`config.mk`:
```
export PLATFORM = sky130hd
export DESIGN_NAME = rx_flag_wdog
export DESIGN_NICKNAME = d
export VERILOG_FILES = /design/src/rtl/rxwd_pkg.sv /design/src/rtl/rxwd_cfg_reg.sv /design/src/rtl/rxwd_prescale.sv /design/src/rtl/rxwd_tick_cnt.sv /design/src/rtl/rx_flag_wdog.sv
export SDC_FILE = /design/constraint.sdc
export NUM_CORES = 1
export LEC_CHECK = 0
export BUFFER_PORTS_ARGS = -buffer_cell sky130_fd_sc_hd__clkbuf_2
export CORE_UTILIZATION = 30
export DETAILED_ROUTE_END_ITERATION = 8
export PLACE_DENSITY = 0.56
export SLEW_MARGIN = 5
export SYNTH_ARGS = -nofsm -noshare
export SYNTH_HDL_FRONTEND = slang
export SYNTH_SLANG_ARGS = --single-unit
```
`constraint.sdc`:
```
create_clock -name clk -period 1.58 [get_ports clk]
set_input_delay 0.158 -clock clk [delete_from_list [all_inputs] [get_ports clk]]
set_output_delay 0.158 -clock clk [all_outputs]
set_load 0.02 [all_outputs]
```
`src/rtl/rxwd_pkg.sv`:
```
package rxwd_pkg;
    localparam int REG_W = 32;
    localparam int CFG_W = 8;
    localparam int PRE_W = 8;

    typedef enum logic {
        WD_IDLE = 1'b0,
        WD_RUN  = 1'b1
    } wd_state_e;

    typedef struct packed {
        logic arm;
        logic cancel;
        logic expire;
    } wd_ctl_t;

    function automatic logic cfg_enabled(input logic [CFG_W-1:0] v);
        return v != '0;
    endfunction
endpackage

```
`src/rtl/rxwd_cfg_reg.sv`:
```
module rxwd_cfg_reg #(
    parameter int REG_W = rxwd_pkg::REG_W,
    parameter int CNT_W = rxwd_pkg::CFG_W
) (
    input  logic             clk,
    input  logic             rst,
    input  logic             wr_en,
    input  logic [REG_W-1:0] wr_data,
    output logic [CNT_W-1:0] cfg,
    output logic [REG_W-1:0] rd_data
);
    localparam int PAD_W = REG_W - CNT_W;

    logic unused_hi;
    assign unused_hi = ^wr_data[REG_W-1:CNT_W];

    always_ff @(posedge clk) begin
        if (rst)        cfg <= '0;
        else if (wr_en) cfg <= wr_data[CNT_W-1:0];
    end

    assign rd_data = {{PAD_W{1'b0}}, cfg};

    assert_cfg_write_R2: assert property (@(posedge clk) disable iff (rst)
        wr_en |=> cfg == $past(wr_data[CNT_W-1:0]));
    assert_cfg_hold_R2: assert property (@(posedge clk) disable iff (rst)
        !wr_en |=> $stable(cfg));
endmodule

```
`src/rtl/rxwd_prescale.sv`:
```
module rxwd_prescale #(
    parameter int PRE_W = rxwd_pkg::PRE_W
) (
    input  logic clk,
    input  logic rst,
    input  logic restart,
    input  logic run,
    output logic tick
);
    logic [PRE_W-1:0] pre;

    always_ff @(posedge clk) begin
        if (rst || restart) pre <= '0;
        else if (run)       pre <= pre + PRE_W'(1);
    end

    assign tick = run && (pre == {PRE_W{1'b1}});

    assert_restart_no_tick_R10: assert property (@(posedge clk) disable iff (rst)
        restart |=> !tick);
    assert_idle_hold_R10: assert property (@(posedge clk) disable iff (rst)
        (!run && !restart) |=> $stable(pre));
endmodule

```
`src/rtl/rxwd_tick_cnt.sv`:
```
module rxwd_tick_cnt #(
    parameter int CNT_W = rxwd_pkg::CFG_W
) (
    input  logic             clk,
    input  logic             rst,
    input  logic             load,
    input  logic [CNT_W-1:0] limit_in,
    input  logic             tick,
    output logic             expire
);
    logic [CNT_W-1:0] lim;
    logic [CNT_W-1:0] cnt;

    always_ff @(posedge clk) begin
        if (rst) begin
            lim <= '0;
            cnt <= '0;
        end else if (load) begin
            lim <= limit_in;
            cnt <= '0;
        end else if (tick) begin
            cnt <= cnt + CNT_W'(1);
        end
    end

    assign expire = tick && (cnt == lim - CNT_W'(1));

    assert_limit_frozen_R8: assert property (@(posedge clk) disable iff (rst)
        !load |=> $stable(lim));
    assert_count_step_R3: assert property (@(posedge clk) disable iff (rst)
        (tick && !load) |=> cnt == $past(cnt) + CNT_W'(1));
endmodule

```
`src/rtl/rx_flag_wdog.sv`:
```
module rx_flag_wdog #(
    parameter int REG_W = rxwd_pkg::REG_W,
    parameter int CNT_W = rxwd_pkg::CFG_W,
    parameter int PRE_W = rxwd_pkg::PRE_W
) (
    input  logic             clk,
    input  logic             rst,
    input  logic             reg_wr_en,
    input  logic [REG_W-1:0] reg_wr_data,
    output logic [REG_W-1:0] reg_rd_data,
    input  logic             frame_done,
    input  logic             frame_quiet,
    input  logic             flag_norm_set,
    output logic             flag_force
);
    import rxwd_pkg::*;

    wd_state_e        state;
    wd_ctl_t          ctl;
    logic [CNT_W-1:0] cfg;
    logic             tick;
    logic             cnt_done;

    rxwd_cfg_reg #(.REG_W(REG_W), .CNT_W(CNT_W)) u_cfg (
        .clk(clk), .rst(rst), .wr_en(reg_wr_en), .wr_data(reg_wr_data),
        .cfg(cfg), .rd_data(reg_rd_data)
    );

    rxwd_prescale #(.PRE_W(PRE_W)) u_pre (
        .clk(clk), .rst(rst), .restart(ctl.arm),
        .run(state == WD_RUN), .tick(tick)
    );

    rxwd_tick_cnt #(.CNT_W(CNT_W)) u_cnt (
        .clk(clk), .rst(rst), .load(ctl.arm), .limit_in(cfg),
        .tick(tick), .expire(cnt_done)
    );

    always_comb begin
        ctl.arm    = (state == WD_IDLE) && frame_done && frame_quiet
                     && !flag_norm_set && (cfg != '0);
        ctl.cancel = (state == WD_RUN) && flag_norm_set;
        ctl.expire = (state == WD_RUN) && !flag_norm_set && cnt_done;
    end

    always_ff @(posedge clk) begin
        if (rst) begin
            state      <= WD_IDLE;
            flag_force <= 1'b0;
        end else begin
            flag_force <= ctl.expire;
            unique case (state)
                WD_IDLE: if (ctl.arm) state <= WD_RUN;
                WD_RUN:  if (ctl.cancel || ctl.expire) state <= WD_IDLE;
                default: state <= WD_IDLE;
            endcase
        end
    end

    assert_pulse_single_R3: assert property (@(posedge clk) disable iff (rst)
        flag_force |=> !flag_force);
    assert_cancel_quiet_R6: assert property (@(posedge clk) disable iff (rst)
        (state == WD_RUN && flag_norm_set) |=> (state == WD_IDLE && !flag_force));
    assert_zero_stays_idle_R5: assert property (@(posedge clk) disable iff (rst)
        (state == WD_IDLE && !cfg_enabled(cfg)) |=> state == WD_IDLE);
    assert_no_restart_R7: assert property (@(posedge clk) disable iff (rst)
        (state == WD_RUN && frame_done && !flag_norm_set && !cnt_done) |=> state == WD_RUN);
    assert_collide_no_arm_R9: assert property (@(posedge clk) disable iff (rst)
        (state == WD_IDLE && flag_norm_set) |=> state == WD_IDLE);
    assert_plain_frame_R4: assert property (@(posedge clk) disable iff (rst)
        (state == WD_IDLE && !frame_quiet) |=> state == WD_IDLE);
endmodule

```
==> results.md, run 1 <==
- Vias per cell: 4.39
- Antenna violations before repair: 0
- WL final: 3.23 mm
- Worst setup SP type: flip-flop
- Final HPWL DP: 2.44 mm
- Clk_skew: ~0.013 ns
- Clock tree buffer depth: 2
- Non-filler instance count after layout: 317
- Setup CP Type: reg2reg
- Max-Cap Viols: 0
- Clock Tree Root: clkbuf_8
- Clock Latency Late Sink: 0.29 ns
- Syn Inst Count: 201
- Synthesized area per cell: 8.89 sq um
- H-tree Lvls: 2
- CP max-delay cell: or4_4
- Final Hold Vio Count: 0
- Most frequent cells in the layout: nor2_1 (39), dfxtp_1 (26), conb_1 (24)
- Die Wd: 79.2 um
- Gp weighted congestion: between 0.7 and 0.8
- Crit path max fanout: 4
- Synth Area in Compound Gates: 4.90%
- CP endpoint kind: flip-flop
- Final Cell Area: 2160 sq um
- IO buf count: 22
- Routed WL per cell: 10.2 um
- FF+latch count, synth: 34
- Post-CTS Setup Inserts: 0
- Congestion Overflow GR: 0
- I/O pin total: a little over 70
- Failing checks: negative setup slack
- CP delay by family, top: simple AND/OR/NAND/NOR gates
- Share of cells above drive strength 1: 28.2%
- Unrepaired setup endpoints after global routing: true
- Post-layout min period: 1.75 ns
- Post-synthesis xor/xnor area fraction: between 10% and 20%
- Die area: 6270 sq um
- DRT antenna net count: 0
- Num CTS Buffers: 5
- Initial Util: 31.9%
- First-pass GRT wire length: 5.49 mm
- Hold depth: 2
- Status: finished, violations left
- Diode count: 0
- Vias: 1391
- Clock sink count: 34
- GR Util All Layers: 11.3%
- YS warnings: 0
- DP Cell Count: slightly above 300
- CP bufs+invs: 0
- Clock-pin slew on the worst setup and hold paths: roughly 0.080 ns
- Core area: 5610 sq um
- DR iter-0 viols: 27
- Highest Clock Rate: 573 MHz
- Reg2Reg Depth: 5
- Simple logic cell fraction of the synthesized area: 22.2%
- Maximum VDD drop: 0.375 mV
- Row count: 27
- Final Slew Violations: 0
- Die H: 79.2 um
- Pre-antenna DRT Iters: 4
- Final period util: 111%
- Largest net degree at the start of global routing: 17
- LEAKAGE: 0.920 nW
- Dpl cell area: 2030 sq um
- PD cells: between 800 and 900 nW/um^2
- Synth Flop Type: dfxtp_1
- Vias in the first global route: 1224
- CP Cell Sequence: or4_4, or2_4, a311oi_2, o21ai_1, a311oi_1
- TritonCTS clock tree: yes
- CP Depth: 5
- Async set or reset register ratio after synthesis: 0%
- Critical path's largest stage delay: about 0.55 ns
- # nets final: 285
- Fin worst setup slack: -0.166 ns
- Fillers: 600
- Sequential fraction of the synthesis area: between 30% and 40%
- # DRC: 0
- HP Class: in2reg
- Synth-to-layout area growth: 20.7%
- Largest family of logic cells by synthesized area: simple AND/OR/NAND/NOR gates
- Synth Area in Adders: 2.10%
- Mux contribution to synthesized area: 8.40%
- Post-synth EDFFs: 0
- Crit path DAT: 1.94 ns
- Distinct cell type count after synthesis: 35
- Data required time of the worst path: 1.78 ns
- Commonest non-fill, non-tap cell in the layout: nor2_1
- Finish-stage setup viols: 2
- Mapped Area: 1790 sq um
[flip-flops by register name (all words and copies together) (netlist names)]
signal      cells
u_pre.pre       8
flag_force      1
u_cnt.lim       8
state           1
u_cnt.cnt       8
u_cfg.cfg       8
[report_power, final]
| group | switching [mW] | internal (mW) | total [mW] |
|---|---|---|---|
| clock | 0.337 | 0.309 | 0.646 |
| sequential | 0.0172 | 0.877 | 0.894 |
| combinational | 0.145 | 0.0928 | 0.238 |
| total | 0.499 | 1.28 | 1.78 |
[metal layers]
| metal | global-route usage (%) | vias to the layer above | part of all wire, % |
|---|---|---|---|
| li1 | - | 716 | - |
| met1 | 14.8 | 628 | 50 |
| met2 | 16.9 | 41 | 43 |
| met3 | 3.10 | 6 | 4.8 |
| met4 | 5.45 | 0 | 2.3 |
| met5 | 0 | - | 0 |
[synth_stat cells, types with 2 or more instances]
master / n / area [sq um]
and3_1: 4 / 25.0
nor4_1: 4 / 25.0
nor3_1: 3 / 15.0
clkbuf_1: 3 / 11.3
nor2_1: 39 / 146
nand2_1: 9 / 33.8
nand4_1: 7 / 43.8
buf_4: 25 / 188
mux2i_1: 15 / 150
xor2_1: 9 / 78.8
inv_1: 3 / 11.3
a21oi_1: 7 / 35.0
ha_1: 3 / 37.5
buf_6: 2 / 22.5
nor2b_1: 3 / 18.8
dfxtp_1: 34 / 681
xnor2_1: 13 / 114
[worst paths after layout]
path	start	endpoint	slack [ns]
worst min-delay path	rst	state$_SDFF_PP0_	0.09
worst max-delay path	u_cnt.lim[1]$_SDFFE_PP0P_	state$_SDFF_PP0_	-0.17
worst min register to register	u_pre.pre[4]$_SDFFE_PP0P_	u_pre.pre[4]$_SDFFE_PP0P_	0.52
worst max register to register	u_cnt.lim[1]$_SDFFE_PP0P_	state$_SDFF_PP0_	-0.17
[cells by family after synthesis]
family | after synthesis
other | 1
xor gates and xnor gates | 22
AOI/OAI and AO/OA | 13
adders and majority gates | 3
muxes | 15
DFF | 34
buffers and inverters | 34
and+or+nand+nor | 79
[timing repair]
| action | 4_1_cts | 5_1_grt |
|---|---|---|
| hold buffers | 0 | 0 |
| gates resized for setup | 0 | 5 |
| cloned | 0 | 1 |
| setup endpoints to repair | 2 | 13 |
[final cells by class]
type | count | area, sq um | area share [%]
inverter | 3 | 11.3 | 0.522
tap | 72 | 90.1 | 4.18
multi-input combinational | 156 | 985 | 45.7
clock buffer | 5 | 68.8 | 3.19
sequential | 34 | 691 | 32.0
clock inverter | 3 | 21.3 | 0.987
timing repair buffer | 44 | 289 | 13.4
[through the flow]
stage               utilization (%)  TNS, ns  setup slack, ns  hold WS, ns  power (mW)
floorplan                         -   -0.108          -0.0579        0.305        1.11
global placement               36.2   -0.163          -0.0901        0.394        1.14
detailed placement             36.2   -0.281           -0.155        0.394        1.14
CTS                            37.8   -0.304           -0.158       0.0825        1.78
global route                   38.4   -0.921           -0.271        0.103        1.86
finish                         38.4   -0.319           -0.166       0.0901        1.78
Note: power is estimated with default switching activity, not from simulation.
==> inputs of run 2 (changes only) <==
Settings changed: CORE_UTILIZATION 30 to 43, PLACE_DENSITY 0.56 to 0.75, TNS_END_PERCENT from default to 1.
==> run 2 against run 1 <==
Net effect:
- critical path type unchanged
- the run still ends with negative setup slack left
- sequential cell count unchanged
- routed wire length down 2.6%
- clock power down 11%
- global-route usage up 5.2 points
==> results.md, run 2 (same netlist as run 1, synthesis figures left out) <==
- Clock tree buffer depth: 2
- Critical path's largest stage delay: 0.55 ns
- Post-CTS sizing: 0
- IO buf count: 22
- Vias per cell: 4.67
- Crit path max fanout: 4
- Gp weighted congestion: 0.781
- Antenna violations before repair: 0
- First-pass GRT wire length: 5.46 mm
- CP Cell Sequence: or4_4, or2_4, a311oi_2, o21ai_1, a311oi_1
- Clock sink count: 34
- I/O pin total: 71
- Routed WL per cell: 10.8 um
- Clock Latency Late Sink: 0.28 ns
- Pre-antenna DRT Iters: 4
- WL final: between 3 and 4 mm
- DP Cell Count: 284
- Failing checks: negative setup slack
- Max-Cap Viols: 0
- Post-layout min period: 1.70 ns
- Hold depth: 3
- Highest Clock Rate: 587 MHz
- Crit path DAT: approximately 1.9 ns
- Data required time of the worst path: 1.77 ns
- Synth-to-layout area growth: 15.6%
- Fin worst setup slack: -0.124 ns
- H-tree Lvls: 2
- TritonCTS clock tree: yes
- GR Util All Layers: 16.5%
- Final Hold Vio Count: 0
- Pwr Total: approximately 1.7 mW
- # nets final: 282
- Unrepaired setup endpoints after global routing: true
- Worst setup SP type: flip-flop
- Reg2Reg Depth: 5
- Post-CTS Setup Inserts: 0
- Pre-CTS WS: -0.117 ns
- HP Class: in2reg
- CP max-delay cell: or4_4
- Vias in the first global route: 1234
- Finish-stage setup viols: 10
- Worst hold slack: 0.112 ns
- # DRC: 0
- Setup CP Type: reg2reg
- Clock Tree Root: clkbuf_8
- Diode count: 0
- Core area: around 4000 sq um
- Num CTS Buffers: 5
- Hold-fix buffers, CTS: 0
- DRT antenna net count: 0
- Final Slew Violations: 0
- Final HPWL DP: 2.38 mm
- Die area: 4420 sq um
- Most frequent cells in the layout: nor2_1 (39), dfxtp_1 (26), conb_1 (24)
- Share of cells above drive strength 1: 25.3%
- Non-filler instance count after layout: 291
- CP delay by family, top: simple AND/OR/NAND/NOR gates
- Die Wd: 66.5 um
- PD cells: 821 nW/um^2
- Largest net degree at the start of global routing: 20
- Vias: between 1k and 1.5k
- Final period util: 108%
- DR iter-0 viols: 27
- Clk_skew: 0.00251 ns
- CP Depth: 5
- Commonest non-fill, non-tap cell in the layout: nor2_1
- Die H: 66.5 um
- LEAKAGE: between 0.8 and 0.9 nW
- Status: finished, violations left
- Maximum VDD drop: 0.479 mV
- Initial Util: 44.7%
- CP bufs+invs: 0
- Clock-pin slew on the worst setup and hold paths: 0.06 ns
- CP endpoint kind: flip-flop
- Row count: 23
- Congestion Overflow GR: 0
-- run 2: cell types whose count changed in the layout (fill, tap and decap cells not counted) --
| cell | before | now |
|---|---|---|
| buf_6 | 1 | 0 |
| a2111oi_2 | 0 | 1 |
| nor4_2 | 2 | 0 |
| a2111oi_4 | 1 | 0 |
| buf_4 | 19 | 18 |
| clkinv_2 | 1 | 0 |
| clkinvlp_4 | 1 | 0 |
| clkinv_4 | 1 | 0 |
| clkbuf_1 | 0 | 2 |
| nor4_1 | 2 | 4 |
| buf_2 | 1 | 0 |
-- run 2: metrics by stage --
stage / area [sq um] / util, % / TNS, ns
2_1_floorplan: 1890 / - / -0.108
5_1_grt: 2070 / 51.6 / -1.65
3_3_place_gp: 1990 / 49.7 / -0.151
6_report: 2070 / 51.6 / -0.469
4_1_cts: 2070 / 51.6 / -0.541
3_5_place_dp: 1990 / 49.7 / -0.403
-- run 2: final timing paths --
| kind | startpoint | slack [ns] | endpoint |
|---|---|---|---|
| setup / recovery | u_cnt.lim[1]$_SDFFE_PP0P_ | -0.12 | state$_SDFF_PP0_ |
| hold / removal | reg_wr_data[5] | 0.11 | u_cfg.cfg[5]$_SDFFE_PP0P_ |
| setup reg to reg | u_cnt.lim[1]$_SDFFE_PP0P_ | -0.12 | state$_SDFF_PP0_ |
| hold reg to reg | u_cfg.cfg[3]$_SDFFE_PP0P_ | 0.51 | u_cnt.lim[3]$_SDFFE_PP0P_ |
-- run 2: routing by layer --
layer	wire length, um	part of all wire, %	track usage, %	vias up
li1	-	-	-	708
met1	1520	48	21.5	615
met2	1440	46	24.6	31
met3	126	4.0	5.99	6
met4	59	1.9	6.38	0
met5	0	0	0	-
-- run 2: final cells by class --
cell class	instances	area (sq um)
Inverter	3	11.3
Sequential cell	34	691
Clock buffer	7	76.3
Timing Repair Buffer	41	265
Fill cell	377	1930
Multi-Input combinational cell	156	960
Tap cell	50	62.6
-- run 2: worst reg2reg max path, delay by kind of cell, from the launching register on --
kind             cells  cell delay (ns)
flip-flops           1             0.31
AND/OR/NAND/NOR      2             0.80
AO/OA/AOI/OAI        3             0.51
-- run 2: power by group --
part,internal [mW],switching [mW],total [mW]
sequential,0.878,0.0146,0.892
clock,0.303,0.275,0.578
combinational,0.0854,0.141,0.226
-- run 2: timing repair --
item	in CTS	in global routing
endpoints found under the setup margin	10	14
endpoints found under the hold margin	0	0
gates cloned	0	0
==> inputs of run 3 (changes only) <==
Settings changed: PLACE_DENSITY 0.75 to 0.83.
==> run 3 against run 2 <==
Net effect:
- the flow still finishes with violations (negative setup slack)
- non-clock buffer count fell by 1
- setup slack lost 0.027 ns
- sequential power is 0.4% higher
- sequential cell count is the same
- sequential share of layout area fell by 0.87 points
- utilization rose by 1.4 points
- combinational power up 3%
- register-to-register slack got worse by 0.03 ns
- routed wire length increased by 9.1%
- largest power group unchanged
==> results.md, run 3 (same netlist as run 1, synthesis figures left out) <==
- Post-CTS Setup Inserts: 0
- Unrepaired setup endpoints after global routing: true
- Clock sink count: 34
- Crit path DAT: 1.91 ns
- Switching Share: 26.3%
- Post-layout min period: 1.73 ns
- Clock-pin slew on the worst setup and hold paths: 0.07 ns
- Finish-stage setup viols: 2
- Routed WL per cell: 11.8 um
- Clock power share: 36.8%
- CP endpoint kind: flip-flop
- Die Wd: between 60 and 70 um
- DR iter-0 viols: 17
- CP delay by family, top: simple AND/OR/NAND/NOR gates
- Final Slew Violations: 0
- Diode count: 0
- Vias: ~1.4k
- Fin worst setup slack: -0.151 ns
- Non-filler instance count after layout: 291
- PD cells: ~840 nW/um^2
- Commonest non-fill, non-tap cell in the layout: nor2_1
- I/O pin total: 71
- Final Hold Vio Count: 0
- LEAKAGE: 0.907 nW
- Clock Latency Late Sink: 0.29 ns
- Data required time of the worst path: 1.76 ns
- Worst hold slack: 0.107 ns
- # nets final: between 200 and 300
- Final HPWL DP: roughly 2.4 mm
- Max-Cap Viols: 0
- Pre-CTS WS: -0.128 ns
- Largest net degree at the start of global routing: 20
- Clk_skew: 0.00519 ns
- Maximum VDD drop: 0.644 mV
- Initial Util: between 40% and 50%
- Final Cell Area: 2120 sq um
- Gp weighted congestion: 0.821
- Row count: 23
- First-pass GRT wire length: approximately 5.7 mm
- Setup CP Type: reg2reg
- HP Class: in2reg
- Dpl cell area: 1980 sq um
- DP Cell Count: 283
- GR Util All Layers: between 10% and 20%
- Critical path's largest stage delay: roughly 0.57 ns
- # DRC: 0
- Die area: 4420 sq um
- DRT antenna net count: 0
- Most frequent cells in the layout: nor2_1 (39), dfxtp_1 (26), conb_1 (24)
- TritonCTS clock tree: yes
- Clock tree buffer depth: 2
- Vias in the first global route: about 1.3k
- IO buf count: 22
- Share of cells above drive strength 1: between 20% and 30%
- Crit path max fanout: 4
- Hold depth: 3
- CP Depth: 5
- CP max-delay cell: or4_4
- Switching power total: 0.470 mW
- CP bufs+invs: 0
- Worst setup SP type: flip-flop
- Die H: 66.5 um
- Failing checks: negative setup slack
- Antenna violations before repair: 0
- H-tree Lvls: 2
- Cell Int Power: 1.32 mW
- HP Start: reg_wr_data[7]
- Worst R2R Start: u_cnt.lim[1]$_SDFFE_PP0P_
- Pre-antenna DRT Iters: 4
- Num CTS Buffers: 5
- Clock Tree Root: clkbuf_8
- WL final: about 3.4 mm
- Vias per cell: 4.80
- Core area: 4000 sq um
- Worst Setup SP: u_cnt.lim[1]$_SDFFE_PP0P_
- Reg2Reg Depth: 5
- CP Cell Sequence: or4_4, or2_4, a311oi_2, o21ai_1, and4b_1
- Highest Clock Rate: 578 MHz
- Congestion Overflow GR: 0
- Seq pwr share: 50.1%
- Final period util: 110%
- Status: finished, violations left
- Comb power frac: 13.0%
- Synth-to-layout area growth: 18.7%
## run 3: metal layers
layer  track usage [%]  routed length, um  share of wire [%]
met1              21.7               1530                 44
met2              26.4               1630                 47
met3              4.97                169                4.9
met4              10.9                113                3.3
met5                 0                  0                  0
## run 3: power groups by stage
stage	clock (mW)	combinational, mW	sequential [mW]
detailed placement	0	0.222	0.912
finish	0.658	0.233	0.896
global route	0.711	0.254	0.898
CTS	0.679	0.228	0.894
floorplan	0	0.186	0.926
global placement	0	0.220	0.912
## run 3: layout make-up
cell class,instances,area [sq um]
clock buffers,7,86.3
clock inverters,1,5.00
fillers,364,1880
inverters,3,11.3
multi-input cells,156,1000
flip-flops and latches,34,691
well taps,50,62.6
repair buffers,40,262
## run 3: stage by stage
stage | power [mW] | setup TNS (ns) | utilization [%]
after floorplan | 1.11 | -0.108 | -
final | 1.79 | -0.294 | 53.0
after detailed placement | 1.13 | -0.401 | 49.5
after global placement | 1.13 | -0.153 | 49.5
after CTS | 1.80 | -0.260 | 52.3
after global routing | 1.86 | -0.982 | 53.0
## run 3: timing repair
action | CTS | global route
hold buffers | 0 | 0
setup endpoints to repair | 9 | 26
pin swaps | 1 | 1
gates resized for setup | 2 | 5
## run 3: final timing paths
check	to	slack, ns
setup reg to reg	flag_force$_SDFF_PP0_	-0.15
hold reg to reg	u_cnt.lim[3]$_SDFFE_PP0P_	0.53
hold / removal	u_cfg.cfg[7]$_SDFFE_PP0P_	0.11
setup / recovery	flag_force$_SDFF_PP0_	-0.15
## run 3: tightest hold or removal path, delay by kind of cell
family                 cells  cell delay (ns)
buffers and inverters      1             0.07
multiplexers               1             0.06
AND/OR/NAND/NOR            1             0.07
